<file path="src/rtl/iwc_pkg.sv">
package iwc_pkg;
  localparam int DATA_W = 8;
  localparam int NSRC   = 3;
  localparam int GIE_B  = DATA_W - 1;

  typedef enum logic [1:0] {
    SRC_TMR = 2'd0,
    SRC_PBC = 2'd1,
    SRC_EXT = 2'd2
  } src_e;

  typedef enum logic [1:0] {
    RA_FLAG = 2'd0,
    RA_ENAB = 2'd1,
    RA_MASK = 2'd2,
    RA_NONE = 2'd3
  } reg_addr_e;
endpackage

</file>
<file path="src/rtl/iwc_sync.sv">
module iwc_sync #(
  parameter int W      = 1,
  parameter int STAGES = 2
) (
  input  logic         clk,
  input  logic         rst_n,
  input  logic [W-1:0] d,
  output logic [W-1:0] q
);
  logic [STAGES-1:0][W-1:0] stg_q, stg_n;

  always_comb begin
    stg_n[0] = d;
    for (int i = 1; i < STAGES; i++) stg_n[i] = stg_q[i-1];
  end

  always_ff @(posedge clk or negedge rst_n) begin
    if (!rst_n) stg_q <= '0;
    else        stg_q <= stg_n;
  end

  assign q = stg_q[STAGES-1];
endmodule

</file>
<file path="src/rtl/iwc_detect.sv">
module iwc_detect #(
  parameter int PB_W = 8
) (
  input  logic            clk,
  input  logic            rst_n,
  input  logic            ext_s,
  input  logic [PB_W-1:0] pb_s,
  input  logic            edge_sel,
  input  logic [PB_W-1:0] pb_mask,
  output logic            ext_evt,
  output logic            pb_evt
);
  logic            ext_prev;
  logic [PB_W-1:0] pb_prev;
  logic [PB_W-1:0] pin_hit;

  always_ff @(posedge clk or negedge rst_n) begin
    if (!rst_n) begin
      ext_prev <= 1'b0;
      pb_prev  <= '0;
    end else begin
      ext_prev <= ext_s;
      pb_prev  <= pb_s;
    end
  end

  for (genvar g = 0; g < PB_W; g++) begin : g_pin
    assign pin_hit[g] = pb_mask[g] & (pb_s[g] ^ pb_prev[g]);
  end

  assign pb_evt  = |pin_hit;
  assign ext_evt = edge_sel ? (ext_s & ~ext_prev) : (~ext_s & ext_prev);
endmodule

</file>
<file path="src/rtl/iwc_regs.sv">
module iwc_regs
  import iwc_pkg::*;
#(
  parameter int PB_W = 8
) (
  input  logic              clk,
  input  logic              rst_n,
  input  logic              wr_en,
  input  logic [1:0]        addr,
  input  logic [DATA_W-1:0] wdata,
  output logic [DATA_W-1:0] rdata,
  input  logic [NSRC-1:0]   set_vec,
  output logic [NSRC-1:0]   flag_q,
  output logic [NSRC-1:0]   en_q,
  output logic              gie_q,
  output logic [PB_W-1:0]   mask_q
);
  localparam int PAD_W = DATA_W - 1 - NSRC;

  logic [NSRC-1:0] flag_n, en_n;
  logic            gie_n;
  logic [PB_W-1:0] mask_n;
  logic            wr_flag, wr_enab, wr_mask;

  assign wr_flag = wr_en && (addr == RA_FLAG);
  assign wr_enab = wr_en && (addr == RA_ENAB);
  assign wr_mask = wr_en && (addr == RA_MASK);

  always_comb begin
    flag_n = (wr_flag ? wdata[NSRC-1:0] : flag_q) | set_vec;
    en_n   = wr_enab ? wdata[NSRC-1:0] : en_q;
    gie_n  = wr_enab ? wdata[GIE_B]    : gie_q;
    mask_n = wr_mask ? wdata[PB_W-1:0] : mask_q;
  end

  always_ff @(posedge clk or negedge rst_n) begin
    if (!rst_n) begin
      flag_q <= '0;
      en_q   <= '0;
      gie_q  <= 1'b0;
      mask_q <= '0;
    end else begin
      flag_q <= flag_n;
      en_q   <= en_n;
      gie_q  <= gie_n;
      mask_q <= mask_n;
    end
  end

  always_comb begin
    unique case (addr)
      RA_FLAG: rdata = DATA_W'(flag_q);
      RA_ENAB: rdata = {gie_q, {PAD_W{1'b1}}, en_q};
      RA_MASK: rdata = DATA_W'(mask_q);
      default: rdata = '0;
    endcase
  end
endmodule

</file>
<file path="src/rtl/iwc_ctrl.sv">
module iwc_ctrl
  import iwc_pkg::*;
#(
  parameter int PB_W        = 8,
  parameter int SYNC_STAGES = 2
) (
  input  logic              clk,
  input  logic              rst_n,
  input  logic              tmr_ovf,
  input  logic              ext_pin,
  input  logic [PB_W-1:0]   pb_pins,
  input  logic              edge_sel,
  input  logic              sleep_mode,
  input  logic              bus_wr,
  input  logic [1:0]        bus_addr,
  input  logic [DATA_W-1:0] bus_wdata,
  output logic [DATA_W-1:0] bus_rdata,
  output logic              irq,
  output logic              wake
);
  logic [1:0]      rst_pipe;
  logic            rst_sn;
  logic            ext_s;
  logic [PB_W-1:0] pb_s;
  logic            ext_evt, pb_evt;
  logic [NSRC-1:0] set_vec, flag_q, en_q;
  logic            gie;
  logic [PB_W-1:0] mask_q;
  logic            wake_n, wake_q;

  always_ff @(posedge clk or negedge rst_n) begin
    if (!rst_n) rst_pipe <= '0;
    else        rst_pipe <= {rst_pipe[0], 1'b1};
  end
  assign rst_sn = rst_pipe[1];

  iwc_sync #(.W(1 + PB_W), .STAGES(SYNC_STAGES)) u_sync (
    .clk   (clk),
    .rst_n (rst_sn),
    .d     ({ext_pin, pb_pins}),
    .q     ({ext_s, pb_s})
  );

  iwc_detect #(.PB_W(PB_W)) u_det (
    .clk      (clk),
    .rst_n    (rst_sn),
    .ext_s    (ext_s),
    .pb_s     (pb_s),
    .edge_sel (edge_sel),
    .pb_mask  (mask_q),
    .ext_evt  (ext_evt),
    .pb_evt   (pb_evt)
  );

  always_comb begin
    set_vec          = '0;
    set_vec[SRC_TMR] = tmr_ovf;
    set_vec[SRC_PBC] = pb_evt;
    set_vec[SRC_EXT] = ext_evt;
  end

  iwc_regs #(.PB_W(PB_W)) u_regs (
    .clk     (clk),
    .rst_n   (rst_sn),
    .wr_en   (bus_wr),
    .addr    (bus_addr),
    .wdata   (bus_wdata),
    .rdata   (bus_rdata),
    .set_vec (set_vec),
    .flag_q  (flag_q),
    .en_q    (en_q),
    .gie_q   (gie),
    .mask_q  (mask_q)
  );

  assign irq = gie & |(flag_q & en_q);

  assign wake_n = sleep_mode &
                  ((ext_evt & en_q[SRC_EXT]) | (pb_evt & en_q[SRC_PBC]));

  always_ff @(posedge clk or negedge rst_sn) begin
    if (!rst_sn) wake_q <= 1'b0;
    else         wake_q <= wake_n;
  end
  assign wake = wake_q;
endmodule

</file>
<file path="config.mk">
export PLATFORM = sky130hd
export DESIGN_NAME = iwc_ctrl
export DESIGN_NICKNAME = d
export VERILOG_FILES = /design/src/rtl/iwc_pkg.sv /design/src/rtl/iwc_sync.sv /design/src/rtl/iwc_detect.sv /design/src/rtl/iwc_regs.sv /design/src/rtl/iwc_ctrl.sv
export SDC_FILE = /design/constraint.sdc
export NUM_CORES = 1
export LEC_CHECK = 0
export BUFFER_PORTS_ARGS = -buffer_cell sky130_fd_sc_hd__buf_2
export CAP_MARGIN = 20
export CORE_ASPECT_RATIO = 1.1
export CORE_MARGIN = 2
export CORE_UTILIZATION = 47
export DETAILED_ROUTE_END_ITERATION = 8
export PLACE_DENSITY = 0.7
export SLEW_MARGIN = 0
export SYNTH_ARGS = -nofsm -noshare
export SYNTH_HDL_FRONTEND = slang
export SYNTH_SLANG_ARGS = --single-unit
</file>
<file path="constraint.sdc">
create_clock -name clk -period 1.4 [get_ports clk]
set_clock_uncertainty 0.15 [all_clocks]
set_input_delay 0.07 -clock clk [delete_from_list [all_inputs] [get_ports clk]]
set_output_delay 0.07 -clock clk [all_outputs]
set_load 0.005 [all_outputs]
</file>
==> run_results.csv, run 1 <==
group,metric,value,unit
yosys,synth_area_leader_cell,"dfrtp_1",
sta,hold_viol_final,0,
place,io_buffer_count,34,
clock_tree,cts-root-buf,"clkbuf_4",
sta,drv_slew,0,
floorplan,io_pins,35,
yosys,synth_area_leaders,"dfrtp_1 (70%), mux2_1 (5.6%), xor2_1 (4.4%), mux2_2 (2.8%), nor2b_1 (1.9%)",
floorplan,fp.dieW,59.77,um
power_and_ir_drop,p_total,2.476,mW
hold_path,hold_path.class,"flop to asynchronous set/reset pin",
worst_setup_path,rr_endpoint,"wake$_DFF_PN0_",
floorplan,rows,22,
clock_tree,clkSlewWorstSetupHoldPaths,110,ps
yosys,syn-cell-area,1608,um2
detailed_routing,wl_per_cell,13.69,um
yosys,ys_seq_elements,45,
grt,antenna_found_initial,0,
detailed_routing,drc,0,
sta,rsz0062_at_grt,"true",
yosys,synth_top_area_share,70.04,%
cells_and_area,stdcell_count,209,
sta,post-route-period-util,112.1,%
sta,worst_slack,-169.1,ps
worst_setup_path,path_class,"flop to output port",
worst_setup_path,worstRegToRegCells,4,
worst_setup_path,worstPathMaxFanout,2,
detailed_routing,vias_per_cell,4.976,
grt,grt.total_usage,17.86,%
power_and_ir_drop,vdd_drop_max,0.0007500,V
floorplan,floorplan.initialDensity,48.67,%
yosys,ys_warn_count,0,
clock_tree,clock_path_buffers,2,
clock_tree,insertion_delay,340,ps
yosys,syn_inst,105,
place,hpwl,2018,um
yosys,avgSynthCellArea,15.31,um2
place,place_congestion,0.9286,
detailed_routing,dr.pass1.iters,4,
run_status,violations,"setup timing",
detailed_routing,drt_iter0_drc,50,
place,dp_slack,-27.70,ps
run_status,status,"complete, but fails checks",
detailed_routing,postRouteWirelength,2862,um
floorplan,die_area,3905,um2
clock_tree,cts_sinks,45,
cells_and_area,layout.nets,197,
clock_tree,numCtsBuffers,5,
worst_setup_path,cp-start-kind,"flop",
sta,period_needed,1569,ps
worst_setup_path,r2r_slack,-10,ps
sta,fmax,637.3,MHz
worst_setup_path,worstSetupEndpointType,"output port",
worst_setup_path,r2r-start,"u_sync.q[6]$_DFF_PN0_",
clock_tree,cts_tree,"built",
detailed_routing,vias,1040,
power_and_ir_drop,p_leak,1.029,nW
grt,grt_pass1_vias,1102,
grt,grt-ovfl-total,0,
clock_tree,cts_max_level,2,
cells_and_area,antenna_cells,0,
place,dp.cells,177,
worst_setup_path,required,1180,ps
yosys,yosysSeqAreaShare,70.04,%
yosys,synth_cell_types,23,
run,max_cap_viol_count,0,
sta,whs,29.37,ps
detailed_routing,detail-route-antenna-nets,0,
floorplan,die_h,65.35,um
yosys,synth_nets,130,
grt,grt_max_degree,30,
cells_and_area,syn_to_final_growth,33.85,%
cells_and_area,drive_gt1_share,31.79,%
floorplan,core_area,3303,um2
sta,setup_viol,4,
grt,grt_pass1_wl,4933,um
power_and_ir_drop,p_per_area,1150,nW/um2
worst_setup_path,cp.arrival,1350,ps
-- power breakdown --
part	total [mW]	switching, mW	internal (mW)
Sequential	1.51	0.0872	1.42
Clock	0.614	0.365	0.248
Combinational	0.357	0.137	0.219
Total	2.48	0.590	1.89
-- flip-flops by register name (all words and copies together) (netlist names) --
name / flops
u_regs.mask_q: 8
wake: 1
u_det.ext_prev: 1
rst_pipe: 2
u_det.pb_prev: 8
u_regs.flag_q: 3
u_sync.q: 9
u_sync.stg_n: 9
u_regs.gie_q: 1
u_regs.en_q: 3
-- cells by family (layout without fill, tap and decap cells) --
logic type,after synthesis,after routing,synth area share (%)
xor+xnor,8,8,4.358
flops,45,45,70.04
buf+inv,2,70,0.6226
mux,15,15,10.27
compound gates,18,18,8.328
other cells,1,1,0.2332
simple gates,16,16,6.149
-- layout by cell type (no fill, tap or decap), types with 4 or more instances in the layout --
cell type / instances
mux2_2: 4
dfrtp_1: 44
nand2_1: 4
buf_4: 5
a22oi_1: 4
clkbuf_4: 5
buf_2: 34
mux2_1: 8
nor2b_1: 5
a21o_1: 4
dlygate4sd3_1: 21
xor2_1: 8
-- cell usage after synthesis --
cell / n
a22o_1: 1
nand2b_1: 1
a22oi_1: 4
nor3b_2: 1
o21ai_0: 4
xor2_1: 8
nand2_2: 1
and2b_1: 1
a222oi_1: 1
a211o_1: 3
mux2_2: 4
nand3b_1: 1
nor2b_1: 5
and3_1: 1
buf_2: 2
dfrtp_1: 45
nand2_1: 4
mux2i_1: 3
conb_1: 1
a31o_2: 1
nand4_1: 1
mux2_1: 8
a21o_1: 4
-- layer usage --
metal  wire [um]  up-vias  share of wire [%]  track usage (%)
li1            -      498                  -                -
met3         177        9                6.2            5.906
met2        1397       39                 49            27.31
met5           0        -                  0                0
met4          64        0                2.2            8.056
met1        1223      494                 43            22.94
-- cell type report --
class	count	area, um2
Timing Repair Buffer	62	449.2
Multi-Input combinational cell	58	471.7
Tap cell	36	45.04
Clock buffer	8	58.81
Fill cell	277	1151
Sequential cell	45	1127
-- how the worst max path moves through the flow --
| stage | end | slack [ps] | start |
|---|---|---|---|
| 6_report | irq | -170 | u_regs.flag_q[0]$_DFF_PN0_ |
| 5_1_grt | irq | -260 | u_regs.flag_q[0]$_DFF_PN0_ |
| 4_1_cts | irq | -180 | u_regs.en_q[0]$_DFFE_PN0P_ |
| 3_5_place_dp | wake$_DFF_PN0_ | -30 | u_det.pb_prev[6]$_DFF_PN0_ |
| 3_3_place_gp | wake$_DFF_PN0_ | -20 | u_sync.q[6]$_DFF_PN0_ |
| 2_1_floorplan | wake$_DFF_PN0_ | 90 | u_det.pb_prev[3]$_DFF_PN0_ |
-- metrics by stage --
stage / instance area, um2 / utilization [%] / setup TNS [ps]
floorplan: 1609 / - / 0
global placement: 1857 / 56.21 / -16.31
detailed placement: 1857 / 56.21 / -43.03
CTS: 2148 / 65.04 / -220.8
global route: 2152 / 65.15 / -636.6
finish: 2152 / 65.15 / -204.3
-- what timing repair did --
item	in CTS	in global routing
pin swaps	5	5
hold buffers	21	0
setup buffers	3	1
endpoints found under the hold margin	27	0
resized for setup	1	3
endpoints found under the setup margin	3	6
-- critical path: stages, from the launching register on --
cell      delay [ps]
dfrtp_1          400
a222oi_1         390
nor2b_1           80
buf_2            130
Note: power is estimated with default switching activity, not from simulation.
==> inputs of run 2 (changes only) <==
Settings changed: CORE_ASPECT_RATIO 1.1 to 0.7, CORE_UTILIZATION 47 to 52, PLACE_DENSITY 0.7 to 0.74.
Clock period 1.4 ns to 1.6 ns, I/O delays scaled along.
==> run_results.csv, run 2 (synthesis results as in run 1) <==
group,metric,value,unit
run_status,status,"completed",
cells_and_area,mostFrequentLayoutCell,"dfrtp_1",
hold_path,hold_path.class,"flop to asynchronous set/reset pin",
sta,fmax,630.6,MHz
clock_tree,clock_path_buffers,2,
clock_tree,clkSlewWorstSetupHoldPaths,80,ps
worst_setup_path,cp.arrival,1620,ps
sta,fin_tns_setup,0,ps
clock_tree,cts_sinks,45,
detailed_routing,drt_iter0_drc,86,
grt,grt_pass1_vias,1208,
place,io_buffer_count,34,
place,placed_cell_area,1842,um2
clock_tree,cts_max_level,2,
clock_tree,numCtsBuffers,5,
floorplan,floorplan.initialDensity,56.16,%
sta,rsz0062_at_grt,"true",
power_and_ir_drop,clkPwrFrac,34.1,%
floorplan,die_area,3560,um2
grt,grt_pass1_wl,5699,um
power_and_ir_drop,comb_power_share,12.6,%
place,dp.cells,175,
floorplan,rows,16,
floorplan,fp.dieW,70.46,um
clock_tree,cts-root-buf,"clkbuf_8",
worst_setup_path,worstPathMaxFanout,2,
power_and_ir_drop,p_sw,567.4,uW
grt,grt-ovfl-total,0,
detailed_routing,wl_per_cell,16.87,um
grt,grt_max_degree,28,
clock_tree,post_cts_buffers,0,
cells_and_area,fill_cells,180,
grt,grt.total_usage,22.54,%
cells_and_area,stdcell_count,204,
grt,antenna_found_initial,0,
detailed_routing,postRouteWirelength,3441,um
sta,drv_slew,0,
sta,period_needed,1586,ps
detailed_routing,drc,0,
floorplan,die_h,50.52,um
cells_and_area,syn_to_final_growth,35.17,%
detailed_routing,dr.pass1.iters,4,
detailed_routing,vias,1093,
power_and_ir_drop,vdd_drop_max,0.0007619,V
power_and_ir_drop,p_per_area,1149,nW/um2
clock_tree,cts_tree,"built",
power_and_ir_drop,p_leak,1.030,nW
cells_and_area,final_cell_mix,"dfrtp_1 (44), buf_2 (34), dlygate4sd3_1 (21)",
sta,post-route-period-util,99.12,%
worst_setup_path,worstSetupEndpointType,"flop",
floorplan,core_area,2863,um2
cells_and_area,final-seq-area,1127,um2
worst_setup_path,required,1630,ps
cells_and_area,fin_area,2173,um2
run,max_cap_viol_count,0,
cells_and_area,antenna_cells,0,
power_and_ir_drop,p_sw_share,22.73,%
cells_and_area,layout.nets,192,
cells_and_area,drive_gt1_share,30.95,%
sta,hold_viol_final,0,
detailed_routing,detail-route-antenna-nets,0,
worst_setup_path,path_class,"flop to flop",
cells_and_area,multi_input_area,476.7,um2
power_and_ir_drop,power_frac_seq,53.3,%
worst_setup_path,cp-start-kind,"flop",
power_and_ir_drop,intPower,1.929,mW
clock_tree,insertion_delay,290,ps
sta,setup_viol,0,
place,place_congestion,0.8150,
place,hpwl,2113,um
detailed_routing,vias_per_cell,5.358,
sta,whs,46.01,ps
floorplan,io_pins,35,
-- run 2: path summary, 6_finish.rpt --
check,from,to,slack [ps],cells past startpoint
max in group asynchronous,rst_n,rst_pipe[1]$_DFF_PN0_,670,3
setup / recovery,u_sync.q[7]$_DFF_PN0_,wake$_DFF_PN0_,10,4
hold / removal,rst_pipe[1]$_DFF_PN0_,u_sync.stg_n[13]$_DFF_PN0_,50,0
hold reg to reg,rst_pipe[1]$_DFF_PN0_,u_sync.stg_n[13]$_DFF_PN0_,50,0
setup reg to reg,u_sync.q[7]$_DFF_PN0_,wake$_DFF_PN0_,10,4
min in group clk,edge_sel,u_regs.flag_q[2]$_DFF_PN0_,60,4
-- run 2: layout make-up --
cell class,instances,area share (%)
clock buffer,7,3.972
clock inverter,1,1.382
multi-input combinational,58,21.93
sequential,45,51.87
tap,36,2.073
timing repair buffer,57,18.77
-- run 2: power groups by stage --
stage	Clock, mW	Combinational [mW]	Sequential (mW)
floorplan	0	0.146	1.33
global placement	0	0.246	1.34
detailed placement	0	0.261	1.35
CTS	0.871	0.302	1.32
global route	0.922	0.342	1.34
finish	0.852	0.314	1.33
-- run 2: worst max-delay path, cell delays in order, from the launching register on --
cell	delay (ps)
dfrtp_1	420
xor2_1	160
a22oi_1	270
nand4_1	190
a31o_2	290
-- run 2: per-stage QoR --
step / utilization [%] / worst slack (ps) / power (mW)
2_1_floorplan: - / 104.9 / 1.473
3_3_place_gp: 64.34 / 152.5 / 1.582
3_5_place_dp: 64.34 / 82.31 / 1.607
4_1_cts: 75.74 / 69.75 / 2.498
5_1_grt: 75.92 / -4.001 / 2.607
6_report: 75.92 / 14.14 / 2.497
-- run 2: timing repair --
item,in CTS,in global routing
resized for setup,0,1
hold buffers,21,0
setup endpoints to repair,0,3
endpoints found under the hold margin,27,0
-- run 2: routing by layer --
metal	track usage, %	up-vias	wire (um)	part of all wire [%]
li1	-	494	-	-
met3	6.024	15	240	7.0
met1	25.03	533	1283	37
met2	38.21	51	1753	51
met4	15.71	0	164	4.8
met5	0	-	0	0
